$ cat src/rtl/afsk_tx.sv
module afsk_tx #(
  parameter int         SAMPLE_RATE = 9600,
  parameter logic [7:0] ESC_CODE    = 8'h1B
) (
  input  logic       clk,
  input  logic       rst_n,
  input  logic [7:0] in_data,
  input  logic       in_valid,
  output logic       in_ready,
  input  logic       tick,
  output logic [7:0] dac,
  output logic       busy
);
  localparam int BIT_RATE  = 1200;
  localparam int LOW_HZ    = 1200;
  localparam int HIGH_HZ   = 2200;
  localparam int PH_BITS   = 9;
  localparam int PH_STEPS  = 1 << PH_BITS;
  localparam int QTR       = PH_STEPS / 4;
  localparam int SPB       = SAMPLE_RATE / BIT_RATE;
  localparam int CW        = $clog2(SPB + 1);
  localparam int STUFF_RUN = 5;
  localparam logic [PH_BITS-1:0] LOW_INC  = PH_BITS'((PH_STEPS * LOW_HZ  + SAMPLE_RATE / 2) / SAMPLE_RATE);
  localparam logic [PH_BITS-1:0] HIGH_INC = PH_BITS'((PH_STEPS * HIGH_HZ + SAMPLE_RATE / 2) / SAMPLE_RATE);
  localparam logic [7:0] FLAG  = 8'h7E;
  localparam logic [7:0] ABORT = 8'h7F;

  logic [7:0] sin_rom [QTR];
  for (genvar g = 0; g < QTR; g++) begin : g_rom
    localparam int V = 128 + $rtoi(128.0 * $sin(3.141592653589793 * real'(g) / real'(2 * QTR)));
    assign sin_rom[g] = 8'(V);
  end

  logic [7:0]         hold_q;
  logic               hold_v, hold_lit, esc_p;
  logic               busy_q, tone, stuff_en;
  logic [CW-1:0]      cnt;
  logic [3:0]         nleft, ones;
  logic [7:0]         shreg, dac_q;
  logic [PH_BITS-1:0] phase;

  logic               at_bnd, stop, load, bit_start, insert, send, cur_stuff;
  logic [7:0]         cur_bits;
  logic [3:0]         cur_left, ones_base, n_ones;
  logic               n_tone;
  logic [CW-1:0]      n_cnt;
  logic [PH_BITS-1:0] n_phase;
  logic [6:0]         ridx;
  logic [7:0]         rval, n_dac;
  logic               accept, take_esc;

  assign in_ready = !hold_v;
  assign accept   = in_valid && in_ready;
  assign take_esc = accept && in_data == ESC_CODE && !esc_p;
  assign busy     = busy_q;
  assign dac      = dac_q;

  always_comb begin
    bit_start = cnt == '0;
    at_bnd    = bit_start && nleft == 4'd0;
    stop      = at_bnd && !hold_v;
    load      = at_bnd && hold_v;
    cur_bits  = load ? hold_q : shreg;
    cur_left  = load ? 4'd8 : nleft;
    cur_stuff = load ? (hold_lit || !(hold_q == FLAG || hold_q == ABORT)) : stuff_en;
    ones_base = (load && !stuff_en) ? 4'd0 : ones;
    insert    = bit_start && cur_stuff && ones_base >= 4'(STUFF_RUN);
    send      = bit_start && !insert;
    if (insert)                   n_ones = 4'd0;
    else if (send && cur_bits[0]) n_ones = 4'(ones_base + 4'd1);
    else if (send)                n_ones = 4'd0;
    else                          n_ones = ones_base;
    n_tone  = tone ^ (insert || (send && !cur_bits[0]));
    n_cnt   = (bit_start ? CW'(SPB) : cnt) - CW'(1);
    n_phase = phase + (n_tone ? HIGH_INC : LOW_INC);
    ridx    = n_phase[7] ? ~n_phase[6:0] : n_phase[6:0];
    rval    = sin_rom[ridx];
    n_dac   = n_phase[8] ? 8'd255 - rval : rval;
  end

  always_ff @(posedge clk) begin
    if (!rst_n) begin
      hold_q <= '0; hold_v <= 1'b0; hold_lit <= 1'b0; esc_p <= 1'b0;
      busy_q <= 1'b0; tone <= 1'b0; stuff_en <= 1'b0;
      cnt <= '0; nleft <= '0; ones <= '0; shreg <= '0;
      phase <= '0; dac_q <= 8'd128;
    end else begin
      if (busy_q && tick) begin
        if (stop) begin
          busy_q <= 1'b0;
        end else begin
          if (load) hold_v <= 1'b0;
          shreg    <= send ? cur_bits >> 1 : cur_bits;
          nleft    <= send ? cur_left - 4'd1 : cur_left;
          stuff_en <= cur_stuff;
          ones     <= n_ones;
          tone     <= n_tone;
          cnt      <= n_cnt;
          phase    <= n_phase;
          dac_q    <= n_dac;
        end
      end else if (!busy_q && hold_v) begin
        busy_q <= 1'b1;
        phase  <= '0;
        tone   <= 1'b0;
        ones   <= '0;
        cnt    <= '0;
        nleft  <= '0;
      end
      if (accept) begin
        if (take_esc) begin
          esc_p <= 1'b1;
        end else begin
          hold_q   <= in_data;
          hold_lit <= esc_p;
          hold_v   <= 1'b1;
          esc_p    <= 1'b0;
        end
      end
    end
  end

  assert_dac_only_on_tick_R13: assert property (@(posedge clk) disable iff (!rst_n)
    !tick |=> $stable(dac_q));
  assert_start_state_R4: assert property (@(posedge clk) disable iff (!rst_n)
    $rose(busy_q) |-> (phase == '0 && !tone && ones == 4'd0));
  assert_stop_at_boundary_R10: assert property (@(posedge clk) disable iff (!rst_n)
    $fell(busy_q) |-> $past(tick && cnt == '0 && nleft == 4'd0 && !hold_v));
  assert_run_limit_R6: assert property (@(posedge clk) disable iff (!rst_n)
    (busy_q && stuff_en) |-> ones <= 4'(STUFF_RUN));
  assert_data_held_R12: assert property (@(posedge clk) disable iff (!rst_n)
    (accept && !take_esc) |=> (hold_v && !in_ready));
  assert_bit_length_R3: assert property (@(posedge clk) disable iff (!rst_n)
    cnt <= CW'(SPB));
endmodule

$ cat config.mk
export PLATFORM = sky130hd
export DESIGN_NAME = afsk_tx
export DESIGN_NICKNAME = d
export VERILOG_FILES = /design/src/rtl/afsk_tx.sv
export SDC_FILE = /design/constraint.sdc
export NUM_CORES = 1
export LEC_CHECK = 0
export ABC_CLOCK_PERIOD_IN_PS = 6370
export BUFFER_PORTS_ARGS = -buffer_cell sky130_fd_sc_hd__buf_2
export CAP_MARGIN = 0
export CORE_MARGIN = 10
export CORE_UTILIZATION = 35
export CTS_BUF_LIST = sky130_fd_sc_hd__clkbuf_2
export CTS_CLUSTER_DIAMETER = 60
export DETAILED_ROUTE_END_ITERATION = 6
export PLACE_DENSITY = 0.51
export SLEW_MARGIN = 20
export SYNTH_ARGS = -nofsm -noshare
export SYNTH_HDL_FRONTEND = slang
export SYNTH_SLANG_ARGS = --single-unit
$ cat constraint.sdc
create_clock -name clk -period 6.37 [get_ports clk]
set_input_delay 0.9555 -clock clk [delete_from_list [all_inputs] [get_ports clk]]
set_output_delay 0.9555 -clock clk [all_outputs]
set_load 0.005 [all_outputs]
==> results of run 1 <==
cells in the mapped netlist (7+ instances only):
master,number
nand2_1,61
dfxtp_1,51
nor2_1,44
nand3_1,36
o21ai_0,36
a21oi_1,30
nor2b_1,29
nor3_1,27
clkbuf_1,22
ha_1,21
buf_2,17
mux2i_1,17
inv_1,16
xnor2_1,14
a31oi_1,12
o211ai_1,12
a21boi_0,10
a22oi_1,10
and3_1,9
nand4_1,9
and2_1,7
o22ai_1,7
cells by family after synthesis:
group	count (synthesis)	share of synthesized area, %
and+or+nand+nor	246	26.80
AOI/OAI and AO/OA	182	27.47
buffers and inverters	63	6.159
DFF	51	22.04
xor gates and xnor gates	27	7.131
muxes	21	4.727
adders and majority gates	21	5.673
sequential cells by signal, summed over array words and instances, names as in the netlist:
| register | count |
|---|---|
| busy | 1 |
| cnt | 4 |
| dac | 8 |
| esc_p | 1 |
| hold_lit | 1 |
| hold_q | 8 |
| hold_v | 1 |
| nleft | 4 |
| ones | 4 |
| phase | 9 |
| shreg | 8 |
| stuff_en | 1 |
| tone | 1 |
layer usage:
| metal | routed length [um] | vias to the layer above | global-route usage, % | share of wire, % |
|---|---|---|---|---|
| li1 | - | 2271 | - | - |
| met1 | 6170 | 2236 | 18.99 | 44 |
| met2 | 6667 | 185 | 24.92 | 48 |
| met3 | 797 | 36 | 2.188 | 5.7 |
| met4 | 367 | 0 | 6.160 | 2.6 |
| met5 | 0 | - | 0 | 0 |
area by class of cell:
cell class	instances	share of cell area [%]
multi-input cells	497	67.12
flip-flops and latches	51	20.48
repair buffers	45	5.723
well taps	172	4.317
inverters	19	1.456
clock buffers	6	0.6024
clock inverters	2	0.2510
diodes	1	0.05020
through the flow:
stage / power, mW / setup TNS, ps / worst slack, ps / util (%) / hold WS [ps]
floorplan: 0.7688 / 0 / 350.5 / - / 436.3
global placement: 0.9265 / 0 / 364.2 / 38.49 / 447.4
detailed placement: 0.9241 / 0 / 214.0 / 38.49 / 468.3
CTS: 1.065 / 0 / 156.0 / 38.82 / 496.8
global route: 1.144 / -121.9 / -50.72 / 39.02 / 515.2
finish: 1.077 / 0 / 288.4 / 39.02 / 493.3
path summary, 6_finish.rpt:
check,endpoint,cells after the start,from
setup reg to reg,dac[1],22,cnt[0]
hold / removal,shreg[5],2,shreg[5]
setup / recovery,dac[1],22,cnt[0]
hold reg to reg,shreg[5],2,shreg[5]
worst max-delay path: cells and delay by family, from the launching register on:
kind,cells,cell delay [ps]
flip-flops,1,420
AO/OA/AOI/OAI,10,2490
buffers and inverters,2,270
adder cells (fa/ha/maj),3,1020
AND/OR/NAND/NOR,5,1200
XOR/XNOR,2,580
power groups by stage:
| stage | registers, mW | logic (mW) | clock network (mW) |
|---|---|---|---|
| after floorplan | 0.343 | 0.425 | 0 |
| after global placement | 0.346 | 0.581 | 0 |
| after detailed placement | 0.346 | 0.578 | 0 |
| after CTS | 0.340 | 0.582 | 0.143 |
| after global routing | 0.342 | 0.647 | 0.154 |
| final | 0.340 | 0.605 | 0.132 |
what timing repair did:
item / in CTS / in global routing
endpoints found under the setup margin: 0 / 4
hold buffers: 0 / 0
gates resized for setup: 0 / 6
setup buffers: 0 / 1
==> summary.md, run 1 <==
| Metric | Value |
|---|---|
| Run status | `completed` |
| Maximum vdd drop | `approximately 0.000095 V` |
| Synth Register Bits | `51` |
| Post-DRT Antenna Nets | `0` |
| Worst path cell trace | `or4_4, nor4b_4, nand2_2, o21a_1, inv_1, ha_1, a21boi_0, o221ai_2, a21oi_1, xor2_2, ha_1, a31o_2, a41oi_4, xnor3_1, buf_4, ha_2, nor2_1, o311ai_0, o22ai_1, a211oi_1, nor3_1, o31ai_1` |
| Die area | `18240 um2` |
| DR pass1 iterations | `5` |
| Die width | `135.0 um` |
| Mapped Avg Cell Area | `7.581 um2` |
| FF+latch area | `1021 um2` |
| Core footprint | `12770 um2` |
| Area Overhead vs Synth | `7.617%` |
| Gpl congestion | `0.9766` |
| Placed cell count | `783` |
| First-pass GRT wire length | `23090 um` |
| Crit share post-route | `95.47%` |
| Fin crit period | `6082 ps` |
| Worst Skew | `roughly 30 ps` |
| Largest net degree at the start of global routing | `54` |
| Tightest Pin Transition | `1032 ps` |
| Via density | `5.962` |
| Pleak | `1.882 nW` |
| Setup CP Type | `reg2reg` |
| Nets | `652` |
| Psw | `0.4950 mW` |
| Synth Instances | `611` |
| Number of antenna violations at the first check in global routing | `1` |
| CTS root buf | `clkbuf_2` |
| Post-synthesis sequential area ratio | `22.04%` |
| Crit path max fanout | `15` |
| Clk network pwr share | `12.3%` |
| CTS Buffer Depth | `2` |
| TritonCTS Sinks | `around 50` |
| Predominant post-synthesis flop cell | `dfxtp_1` |
| Worst stage delay on the critical path | `590 ps` |
| Yosys warnings | `0` |
| Routed WL | `14000 um` |
| Final Hold Violating Endpoints | `0` |
| Remaining DRCs | `0` |
| Fill cells | `1341` |
| Post-Syn Nets | `~640` |
| Hpwl dp | `9905 um` |
| Worst rel slew slack | `about 31%` |
| Routed len/inst | `between 15 and 20 um` |
| IO Pins | `22` |
| Via count | `around 4700` |
| Clock-pin slew on the worst setup and hold paths | `between 200 and 300 ps` |
| Post-route cell area | `4985 um2` |
| Number of synthesized flops with an enable pin | `0` |
| Most frequent cells in the layout | `61 x nand2_1, 51 x dfxtp_1, 44 x nor2_1` |
| Pins over their slew limit | `0` |
| FP Rows | `41` |
| TritonCTS Buffers | `5` |
| Yosys top cell by area | `dfxtp_1` |
| Setup violators final | `0` |
| CTS tree | `done` |
| Startpoint Class | `flip-flop` |
| CP required | `approximately 6700 ps` |
| CTS H-tree depth | `2` |
| Layout cells sized above 1 | `13.06%` |
| Crit-path slowest cell | `or4_4` |
| Final Non-Filler Cells | `793` |
| Worst hold path class | `reg2reg` |
| Worst reg-to-reg setup slack | `290 ps` |
| Async SR Flop Fraction | `0%` |
| CP arrival | `6440 ps` |
| IO Port Bufs | `21` |
| Peak Freq | `approximately 160 MHz` |
| Overall routing resource usage | `15.02%` |
| RSZ-0062 raised after global routing | `true` |
| Netlist cell types | `72` |
| Switching share of power | `45.96%` |
| Grt total ovfl | `0` |
| Top cells by area, synth | `dfxtp_1 22%, ha_1 5.7%, nand2_1 4.9%, nor2b_1 3.9%, nand3_1 3.9%` |
| Worst skew pair latency | `430 ps` |
| Comb power frac | `56.2%` |
| Worst setup EP type | `flip-flop` |
| Most frequent CP cell | `ha_1` |
| Placed cell area | `4916 um2` |
| Vias in the first global route | `4477` |
| Most common cell after layout, fill and taps aside | `nand2_1` |
| Top cell type's share of synthesized area | `22.04%` |
| Register share of total power | `31.6%` |
| Post-synthesis cell area | `4632 um2` |
| Die H | `approximately 140 um` |
| Multi-input logic area | `approximately 3300 um2` |
| Pint | `0.5819 mW` |
| Max-Cap Viols | `0` |
| Power density over the cells | `216.0 nW/um2` |
| Violation count after the first detailed-route iteration | `467` |
| Initial Util | `36.26%` |
Power figures use the tool's default switching activity.
==> run 2: changes to the inputs <==
Settings changed: CTS_CLUSTER_SIZE set to 16, GPL_TIMING_DRIVEN set to 0.
==> run 2 against run 1 <==
Effect of this change:
- die area unchanged
- maximum frequency increased by 0.61%
- combinational power is 4.0% higher
- critical path type unchanged
- largest cell class unchanged
==> summary.md, run 2 (synthesis results as in run 1) <==
| Metric | Value |
|---|---|
| Run status | `completed` |
| Startpoint Class | `flip-flop` |
| Violation count after the first detailed-route iteration | `418 (-10%)` |
| CTS root buf | `clkbuf_2` |
| Max-Cap Viols | `0 (unchanged)` |
| Number of antenna violations at the first check in global routing | `1 (unchanged)` |
| Worst setup margin | `325.3 ps (+36.93 ps)` |
| Max FFs per register | `9 (unchanged)` |
| Worst Skew | `23.19 ps (-6.553 ps)` |
| Core footprint | `12770 um2 (unchanged)` |
| Maximum vdd drop | `0.0001028 V (+7.9%)` |
| Final Non-Filler Cells | `824 (+3.9%)` |
| CTS H-tree depth | `2 (unchanged)` |
| Vias in the first global route | `4546 (+1.5%)` |
| Hold Slack | `491.5 ps (-1.844 ps)` |
| CP required | `6760 ps (+30 ps)` |
| Setup TNS | `0 ps (unchanged)` |
| Switching share of power | `46.05% (+0.092 points)` |
| Die H | `135.0 um (unchanged)` |
| Pleak | `1.956 nW (+4.0%)` |
| Die area | `18240 um2 (unchanged)` |
| IO Port Bufs | `20 (-4.8%)` |
| Psw | `0.5089 mW (+2.8%)` |
| Post-route core utilization | `40.52% (+1.5 points)` |
| Crit-path slowest cell | `or4_4` |
| Crit path max fanout | `10 (-5)` |
| TritonCTS Sinks | `51 (unchanged)` |
| Tightest Pin Transition | `746.6 ps (-285.1 ps)` |
| Die width | `135.0 um (unchanged)` |
| Grt total ovfl | `0 (unchanged)` |
| First-pass GRT wire length | `24290 um (+5.2%)` |
| Fin crit period | `6045 ps (-36.93 ps)` |
| Worst hold path class | `reg2reg` |
| Remaining DRCs | `0 (unchanged)` |
| Setup violators final | `0 (unchanged)` |
| Clk network pwr share | `12.3% (about the same)` |
| Most frequent cells in the layout | `61 x nand2_1, 49 x dfxtp_1, 43 x nor2_1` |
| Comb power frac | `56.9% (+0.7 points)` |
| CP arrival | `6430 ps (about the same)` |
| Power density over the cells | `213.5 nW/um2 (-1.2%)` |
| Setup CP Type | `reg2reg` |
| Pins over their slew limit | `0 (unchanged)` |
| CTS Buffer Depth | `2 (unchanged)` |
| FP Rows | `41 (unchanged)` |
| Worst rel slew slack | `50.06% (+19 points)` |
| Largest Register | `phase` |
| Routed len/inst | `18.12 um (+2.6%)` |
| Via density | `5.834 (-2.2%)` |
| Overall routing resource usage | `16.03% (+1.0 points)` |
| Fill cells | `1376 (+2.6%)` |
| Pint | `0.5961 mW (+2.4%)` |
| Initial Util | `36.26% (unchanged)` |
| Worst hold start | `cnt[3]` |
| RSZ-0062 raised after global routing | `true` |
| Nets | `683 (+4.8%)` |
| Placed cell count | `803 (+2.6%)` |
| Peak Freq | `165.4 MHz (+0.61%)` |
| Routed WL | `14930 um (+6.6%)` |
| Crit share post-route | `94.89% (-0.58 points)` |
| Via count | `4807 (+1.7%)` |
| TritonCTS Buffers | `5 (unchanged)` |
| Most common cell after layout, fill and taps aside | `nand2_1` |
| Area Overhead vs Synth | `11.75%` |
| Hpwl dp | `11170 um (+13%)` |
| CTS tree | `done` |
| Largest net degree at the start of global routing | `16 (-70%)` |
| Worst Setup SP | `cnt[0]` |
| Worst setup EP type | `flip-flop` |
| Register share of total power | `30.7% (-0.9 points)` |
| DR pass1 iterations | `7 (+2)` |
| Worst skew pair latency | `450 ps (+20 ps)` |
| Reg-to-Reg Start | `cnt[0]` |
| Most frequent CP cell | `buf_6` |
| Final Hold Violating Endpoints | `0 (unchanged)` |
| IO Pins | `22 (unchanged)` |
| Place WS | `-853.1 ps (-1067 ps)` |
| Worst stage delay on the critical path | `570 ps (-20 ps)` |
| Gpl congestion | `0.9415 (-3.6%)` |
| Hold buffer count at CTS | `0 (unchanged)` |
| Post-DRT Antenna Nets | `0 (unchanged)` |
| Layout cells sized above 1 | `15.67% (+2.6 points)` |
| Clock-pin slew on the worst setup and hold paths | `280 ps (about the same)` |
run 2: worst paths after layout:
kind | endpoint | slack [ps] | cells past startpoint
max | dac[2] | 330 | 30
min | cnt[3] | 490 | 2
max reg2reg | dac[2] | 330 | 30
min reg2reg | cnt[3] | 490 | 2
run 2: metal layers:
metal  up-vias  share of wire, %  global-route usage [%]
met4         0               2.5                   5.742
met1      2289                46                   20.50
met3        25               4.2                   1.929
li1       2345                 -                       -
met5         -                 0                       0
met2       148                48                   26.99
run 2: critical path: cells and delay by family (launching register included):
family	cells	cell delay, ps
AO/OA/AOI/OAI	12	2220
AND/OR/NAND/NOR	5	1250
buffers and inverters	8	1010
adder cells (fa/ha/maj)	3	640
XOR/XNOR	2	470
flip-flops	1	400
run 2: cell type report:
| type | count | area (um2) | share of cell area [%] |
|---|---|---|---|
| antenna | 1 | 2.502 | 0.04834 |
| buffer | 44 | 222.7 | 4.303 |
| clock buffer | 6 | 30.03 | 0.5801 |
| clock inverter | 2 | 12.51 | 0.2417 |
| inverter | 19 | 77.57 | 1.499 |
| multi-input combinational | 497 | 3396 | 65.60 |
| sequential | 51 | 1026 | 19.82 |
| tap | 172 | 215.2 | 4.158 |
| timing repair buffer | 32 | 193.9 | 3.747 |
run 2: what timing repair did:
| action | CTS | global route |
|---|---|---|
| setup buffers | 6 | 6 |
| resized for setup | 11 | 21 |
| endpoints found under the setup margin | 5 | 3 |
| pin swaps | 4 | 10 |
run 2: through the flow:
stage	instance area [um2]	total power, mW
floorplan	4632	0.7688
global placement	4947	0.9254
detailed placement	4947	0.9202
CTS	5059	1.075
global route	5176	1.175
finish	5176	1.105
run 2: power by group through the flow:
stage	Sequential [mW]	Clock [mW]	Combinational (mW)
final	0.340	0.136	0.629
after global routing	0.342	0.152	0.681
after CTS	0.340	0.141	0.593
after detailed placement	0.345	0	0.575
after global placement	0.345	0	0.580
after floorplan	0.343	0	0.425
